[src/rtl/alu_pkg.sv]
package alu_pkg;

  typedef enum logic [3:0] {
    OP_ADD  = 4'd0,
    OP_ADC  = 4'd1,
    OP_SUB  = 4'd2,
    OP_SBB  = 4'd3,
    OP_CMP  = 4'd4,
    OP_NEG  = 4'd5,
    OP_INC  = 4'd6,
    OP_DEC  = 4'd7,
    OP_XADD = 4'd8
  } alu_op_e;

  localparam int NFLAGS = 6;
  localparam int F_C = 0;
  localparam int F_Z = 1;
  localparam int F_S = 2;
  localparam int F_O = 3;
  localparam int F_A = 4;
  localparam int F_P = 5;

  localparam int NCOND = 10;
  localparam int C_EQ  = 0;
  localparam int C_NE  = 1;
  localparam int C_ULT = 2;
  localparam int C_ULE = 3;
  localparam int C_UGT = 4;
  localparam int C_UGE = 5;
  localparam int C_SLT = 6;
  localparam int C_SLE = 7;
  localparam int C_SGT = 8;
  localparam int C_SGE = 9;

  localparam int NLANES = 3;

  typedef struct packed {
    logic valid;
    logic do_sub;
    logic use_cin;
    logic zero_a;
    logic one_b;
    logic wr_dst;
    logic wr_src;
    logic keep_cf;
  } alu_ctl_t;

  function automatic int lane_width(int xlen, int k);
    return (k == 0) ? xlen / 4 : (k == 1) ? xlen / 2 : xlen;
  endfunction

endpackage

[src/rtl/alu_decode.sv]
module alu_decode
  import alu_pkg::*;
(
  input  logic [3:0] op_i,
  output alu_ctl_t   ctl_o
);

  always_comb begin
    ctl_o = '0;
    case (op_i)
      OP_ADD:  begin ctl_o.valid = 1'b1; ctl_o.wr_dst = 1'b1; end
      OP_ADC:  begin ctl_o.valid = 1'b1; ctl_o.wr_dst = 1'b1; ctl_o.use_cin = 1'b1; end
      OP_SUB:  begin ctl_o.valid = 1'b1; ctl_o.wr_dst = 1'b1; ctl_o.do_sub = 1'b1; end
      OP_SBB:  begin
        ctl_o.valid = 1'b1; ctl_o.wr_dst = 1'b1;
        ctl_o.do_sub = 1'b1; ctl_o.use_cin = 1'b1;
      end
      OP_CMP:  begin ctl_o.valid = 1'b1; ctl_o.do_sub = 1'b1; end
      OP_NEG:  begin
        ctl_o.valid = 1'b1; ctl_o.wr_dst = 1'b1;
        ctl_o.do_sub = 1'b1; ctl_o.zero_a = 1'b1;
      end
      OP_INC:  begin
        ctl_o.valid = 1'b1; ctl_o.wr_dst = 1'b1;
        ctl_o.one_b = 1'b1; ctl_o.keep_cf = 1'b1;
      end
      OP_DEC:  begin
        ctl_o.valid = 1'b1; ctl_o.wr_dst = 1'b1; ctl_o.do_sub = 1'b1;
        ctl_o.one_b = 1'b1; ctl_o.keep_cf = 1'b1;
      end
      OP_XADD: begin ctl_o.valid = 1'b1; ctl_o.wr_dst = 1'b1; ctl_o.wr_src = 1'b1; end
      default: ctl_o = '0;
    endcase
  end

endmodule

[src/rtl/alu_opnd_prep.sv]
module alu_opnd_prep
  import alu_pkg::*;
#(
  parameter int XLEN  = 32,
  parameter int IMM_W = 8
) (
  input  logic [1:0]        size_i,
  input  logic              imm_i,
  input  logic              zero_a_i,
  input  logic              one_b_i,
  input  logic [XLEN-1:0]   dst_i,
  input  logic [XLEN-1:0]   src_i,
  output logic [XLEN-1:0]   mask_o,
  output logic [NLANES-1:0] wsel_o,
  output logic [XLEN-1:0]   dmask_o,
  output logic [XLEN-1:0]   x_o,
  output logic [XLEN-1:0]   y_o
);

  localparam int QW = XLEN / 4;
  localparam int HW = XLEN / 2;

  logic [XLEN-1:0] src_ext;
  logic [XLEN-1:0] src_m;

  always_comb begin
    case (size_i)
      2'd0: begin
        wsel_o = 3'b001;
        mask_o = {{(XLEN-QW){1'b0}}, {QW{1'b1}}};
      end
      2'd1: begin
        wsel_o = 3'b010;
        mask_o = {{(XLEN-HW){1'b0}}, {HW{1'b1}}};
      end
      default: begin
        wsel_o = 3'b100;
        mask_o = {XLEN{1'b1}};
      end
    endcase
  end

  assign src_ext = imm_i ? {{(XLEN-IMM_W){src_i[IMM_W-1]}}, src_i[IMM_W-1:0]} : src_i;
  assign dmask_o = dst_i & mask_o;
  assign src_m   = src_ext & mask_o;

  always_comb begin
    if (zero_a_i) begin
      x_o = '0;
      y_o = dmask_o;
    end else begin
      x_o = dmask_o;
      y_o = one_b_i ? XLEN'(1) : src_m;
    end
  end

endmodule

[src/rtl/alu_addsub.sv]
module alu_addsub
  import alu_pkg::*;
#(
  parameter int XLEN = 32
) (
  input  logic [XLEN-1:0]   x_i,
  input  logic [XLEN-1:0]   y_i,
  input  logic [XLEN-1:0]   mask_i,
  input  logic [NLANES-1:0] wsel_i,
  input  logic              sub_i,
  input  logic              cin_i,
  output logic [XLEN-1:0]   res_o,
  output logic              cout_o,
  output logic              ovf_o,
  output logic              aux_o
);

  localparam int AUX_BIT = 4;

  logic [XLEN-1:0]   yy;
  logic              ci;
  logic [XLEN:0]     sum;
  logic [NLANES-1:0] lane_c;
  logic [NLANES-1:0] lane_v;
  logic              cout_raw;

  assign yy  = sub_i ? (~y_i & mask_i) : y_i;
  assign ci  = sub_i ^ cin_i;
  assign sum = {1'b0, x_i} + {1'b0, yy} + {{XLEN{1'b0}}, ci};

  for (genvar k = 0; k < NLANES; k++) begin : g_lane
    localparam int W = lane_width(XLEN, k);
    assign lane_c[k] = sum[W];
    assign lane_v[k] = (x_i[W-1] ^ sum[W-1]) & (yy[W-1] ^ sum[W-1]);
  end

  assign cout_raw = |(lane_c & wsel_i);
  assign cout_o   = sub_i ? ~cout_raw : cout_raw;
  assign ovf_o    = |(lane_v & wsel_i);
  assign aux_o    = x_i[AUX_BIT] ^ y_i[AUX_BIT] ^ sum[AUX_BIT];
  assign res_o    = sum[XLEN-1:0] & mask_i;

endmodule

[src/rtl/alu_status_gen.sv]
module alu_status_gen
  import alu_pkg::*;
#(
  parameter int XLEN = 32
) (
  input  logic [XLEN-1:0]   res_i,
  input  logic [NLANES-1:0] wsel_i,
  input  logic              cf_i,
  input  logic              of_i,
  output logic              zf_o,
  output logic              sf_o,
  output logic              pf_o,
  output logic [NCOND-1:0]  cond_o
);

  logic [NLANES-1:0] lane_s;
  logic              lt;
  logic              be;

  for (genvar k = 0; k < NLANES; k++) begin : g_sign
    localparam int W = lane_width(XLEN, k);
    assign lane_s[k] = res_i[W-1];
  end

  assign zf_o = (res_i == '0);
  assign sf_o = |(lane_s & wsel_i);
  assign pf_o = ~^res_i[7:0];

  assign lt = sf_o ^ of_i;
  assign be = cf_i | zf_o;

  always_comb begin
    cond_o        = '0;
    cond_o[C_EQ]  = zf_o;
    cond_o[C_NE]  = ~zf_o;
    cond_o[C_ULT] = cf_i;
    cond_o[C_ULE] = be;
    cond_o[C_UGT] = ~be;
    cond_o[C_UGE] = ~cf_i;
    cond_o[C_SLT] = lt;
    cond_o[C_SLE] = lt | zf_o;
    cond_o[C_SGT] = ~(lt | zf_o);
    cond_o[C_SGE] = ~lt;
  end

endmodule

[src/rtl/alu_flag_unit.sv]
module alu_flag_unit
  import alu_pkg::*;
#(
  parameter int XLEN = 32
) (
  input  logic [3:0]        op_i,
  input  logic [1:0]        size_i,
  input  logic              imm8_i,
  input  logic              carry_i,
  input  logic [XLEN-1:0]   dst_i,
  input  logic [XLEN-1:0]   src_i,
  output logic [XLEN-1:0]   result_o,
  output logic              dst_we_o,
  output logic [XLEN-1:0]   src_wb_o,
  output logic              src_we_o,
  output logic              cf_o,
  output logic              zf_o,
  output logic              sf_o,
  output logic              of_o,
  output logic              af_o,
  output logic              pf_o,
  output logic [NFLAGS-1:0] flag_we_o,
  output logic [NCOND-1:0]  cond_o
);

  alu_ctl_t          ctl;
  logic [XLEN-1:0]   mask;
  logic [NLANES-1:0] wsel;
  logic [XLEN-1:0]   dmask;
  logic [XLEN-1:0]   x;
  logic [XLEN-1:0]   y;
  logic              cout;

  alu_decode u_dec (
    .op_i  (op_i),
    .ctl_o (ctl)
  );

  alu_opnd_prep #(.XLEN(XLEN)) u_prep (
    .size_i   (size_i),
    .imm_i    (imm8_i),
    .zero_a_i (ctl.zero_a),
    .one_b_i  (ctl.one_b),
    .dst_i    (dst_i),
    .src_i    (src_i),
    .mask_o   (mask),
    .wsel_o   (wsel),
    .dmask_o  (dmask),
    .x_o      (x),
    .y_o      (y)
  );

  alu_addsub #(.XLEN(XLEN)) u_core (
    .x_i    (x),
    .y_i    (y),
    .mask_i (mask),
    .wsel_i (wsel),
    .sub_i  (ctl.do_sub),
    .cin_i  (ctl.use_cin & carry_i),
    .res_o  (result_o),
    .cout_o (cout),
    .ovf_o  (of_o),
    .aux_o  (af_o)
  );

  assign cf_o = (ctl.keep_cf | ~ctl.valid) ? carry_i : cout;

  alu_status_gen #(.XLEN(XLEN)) u_stat (
    .res_i  (result_o),
    .wsel_i (wsel),
    .cf_i   (cf_o),
    .of_i   (of_o),
    .zf_o   (zf_o),
    .sf_o   (sf_o),
    .pf_o   (pf_o),
    .cond_o (cond_o)
  );

  assign dst_we_o  = ctl.wr_dst;
  assign src_we_o  = ctl.wr_src;
  assign src_wb_o  = dmask;
  assign flag_we_o = ctl.valid ? {{(NFLAGS-1){1'b1}}, ~ctl.keep_cf} : '0;

endmodule

[config.mk]
export PLATFORM = sky130hd
export DESIGN_NAME = alu_flag_unit
export DESIGN_NICKNAME = d
export VERILOG_FILES = /design/src/rtl/alu_pkg.sv /design/src/rtl/alu_decode.sv /design/src/rtl/alu_opnd_prep.sv /design/src/rtl/alu_addsub.sv /design/src/rtl/alu_status_gen.sv /design/src/rtl/alu_flag_unit.sv
export SDC_FILE = /design/constraint.sdc
export NUM_CORES = 1
export LEC_CHECK = 0
export ABC_AREA = 1
export BUFFER_PORTS_ARGS = -buffer_cell sky130_fd_sc_hd__buf_2
export CORE_MARGIN = 1.5
export CORE_UTILIZATION = 30
export DETAILED_ROUTE_END_ITERATION = 16
export SYNTH_ARGS = -nofsm -noshare
export SYNTH_HDL_FRONTEND = slang
export SYNTH_SLANG_ARGS = --single-unit
[constraint.sdc]
create_clock -name vclk -period 4.95
set_input_delay 0.495 -clock vclk [all_inputs]
set_output_delay 0.495 -clock vclk [all_outputs]
set_load 0.01 [all_outputs]
==> results.sh <==
export IMPL_outcome="finished clean"
export IMPL_wl_per_cell_um=12.60
export IMPL_hold_buffers=0
export IMPL_syn_to_final_growth_pct=18.87
export IMPL_multi_input_area_um2=3757
export IMPL_post_drt_via_cell_ratio=4.620
export IMPL_syn_cell_area_um2=4913
export IMPL_grtUsageMet3=0.005293
export IMPL_core_um2=15940
export IMPL_via_count=6371
export IMPL_num_rows=46
export IMPL_syn_area_per_cell_um2=4.756
export IMPL_synth_cells=1033
export IMPL_nFillCells=1860
export IMPL_drive_above_1_share=0.1866
export IMPL_fmax_mhz=224.6
export IMPL_crit_fanout=24
export IMPL_grt_most_used_layer="met2"
export IMPL_worst_pin_slew_ns=0.4223
export IMPL_dp_cells=1379
export IMPL_ctsResizeCount=0
export IMPL_drt_iter0_drc=336
export IMPL_cap_violations=0
export IMPL_crit_family="simple AND/OR/NAND/NOR gates"
export IMPL_gp_congestion=0.9485
export IMPL_seqCellArea_um2=0
export IMPL_min_period_ns=4.453
export IMPL_ios=160
export IMPL_final_nets=1274
export IMPL_grt_pass1_wl_um=27840
export IMPL_dieArea_um2=17150
export IMPL_routed_wl_um=17370
export IMPL_drv_slew=0
export IMPL_cp_num_cells=27
export IMPL_cp_end_kind="output port"
export IMPL_crit_slowest_cell="fa_1"
export IMPL_seq_cell_count=0
export IMPL_die_y_um=131.0
export IMPL_leakagePower_nw=3.994
export IMPL_die_x_um=131.0
export IMPL_slew_headroom=0.7185
export IMPL_netlist_top_cells_area="nand2_1 25%, inv_1 18%, nand3_1 9.3%, ha_1 8.9%, nor2_1 7.3%"
export IMPL_use_met1=0.2634
export IMPL_synth_seq_area_share=0
export IMPL_cpPeakStageDelay_ns=0.48
export IMPL_hold_depth=2
export IMPL_crit_arrival_ns=3.96
export IMPL_antenna_left=0
export IMPL_irDropWorstVdd_uv=90.56
export IMPL_final_hold_violation_count=0
export IMPL_rsz0062_at_grt="false"
export IMPL_antenna_found_initial=0
export IMPL_synth_fp_nets=1142
export IMPL_grt_pass1_vias=5763
export IMPL_synth_top_area_frac=0.2513
export IMPL_yosysWarnings=0
export IMPL_antenna_cells=0
export IMPL_worst_path_buf_inv=7
export IMPL_dr_pass1_iters=5
export IMPL_clkbuf_count=0
export IMPL_layout_worst_path_cycle_share=0.8996
export IMPL_detailed_place_hpwl_um=15130
export IMPL_grt_max_degree=38
export IMPL_setup_worst_path_start_class="primary input"
export IMPL_finalSetupViolations=0
export IMPL_power_density_nw_per_um2=184.6
export IMPL_yosys_cell_types_count=35
export IMPL_start_util=0.3082
export IMPL_post_cts_buffers=0
export IMPL_drc=0
export IMPL_whs_ns=1.191
export IMPL_crit_required_ns=4.45
export IMPL_critical_path_class="primary input to output port"
export IMPL_met2_usage=0.3662
export IMPL_final_setup_tns_ns=0
export IMPL_gr_usage_all_layers=0.2032
export IMPL_gr_total_overflow=0
export IMPL_io_buffers=160
export IMPL_power_total_mw=1.078
export IMPL_hp_class="primary input to output port"
export IMPL_finalNonFillerCells=1379
export IMPL_crit_top_cell="nand2_1"
export IMPL_synth_top_area_cell="nand2_1"
[synthesized netlist by cell type (2+ instances only)]
cell / count
nand3_1: 91
a21oi_2: 2
xnor2_1: 4
o21ai_4: 2
inv_2: 7
buf_1: 2
o21ai_0: 48
nand3b_1: 7
nand2_1: 329
nor3_1: 3
nor2_2: 9
buf_4: 17
inv_1: 241
fa_1: 2
nor2_1: 95
nand2_2: 11
a31oi_1: 7
buf_2: 4
nand2_4: 6
nand3_2: 3
xor2_1: 14
nor2_4: 3
a21oi_1: 54
nand4_1: 11
clkbuf_1: 17
ha_1: 35
[stage by stage]
stage	worst slack [ns]	util	cell area (µm²)
5_1_grt	0.1580	0.3663	5841
3_3_place_gp	0.5321	0.3663	5841
2_1_floorplan	0.5066	-	4913
6_report	0.4969	0.3663	5841
4_1_cts	0.4812	0.3663	5841
3_5_place_dp	0.4865	0.3663	5841
[layer usage]
metal  up-vias  wire length, µm
met5         -                0
met4         0              608
met3        32              911
met2       218             7994
met1      2725             7859
li1       3396                -
[logic make-up (layout without fill, tap and decap cells)]
kind of cell | Yosys count | count (layout) | share of synthesized area
buffers and inverters | 289 | 419 | 0.2353
XOR/XNOR | 19 | 19 | 0.03540
AO/OA/AOI/OAI | 118 | 118 | 0.1301
AND/OR/NAND/NOR | 570 | 570 | 0.5019
adder cells (fa/ha/maj) | 37 | 37 | 0.09728
[layout by cell type (no fill, tap or decap), types with 10 or more instances in the layout]
| master | count |
|---|---|
| nand2_1 | 329 |
| inv_1 | 241 |
| buf_2 | 160 |
| nor2_1 | 95 |
| nand3_1 | 91 |
| a21oi_1 | 54 |
| o21ai_0 | 48 |
| ha_1 | 35 |
| xor2_1 | 14 |
| nand2_2 | 11 |
| nand4_1 | 11 |
| buf_4 | 10 |
[final cells by class]
| class | count | area share |
|---|---|---|
| inverters | 249 | 0.1605 |
| multi-input cells | 744 | 0.6433 |
| well taps | 216 | 0.04627 |
| repair buffers | 170 | 0.1500 |
[where the power goes]
part / leakage, nW / switching, mW / internal, mW / total (mW)
sequential: 0 / 0 / 0 / 0
clock: 0 / 0 / 0 / 0
combinational: 3.99 / 0.680 / 0.399 / 1.08
[path summary, 6_finish.rpt]
| kind | slack (ns) | endpoint | from |
|---|---|---|---|
| setup / recovery | 0.50 | cond_o[4] | op_i[1] |
| hold / removal | 1.19 | src_wb_o[7] | dst_i[7] |
Power figures use the tool's default switching activity.
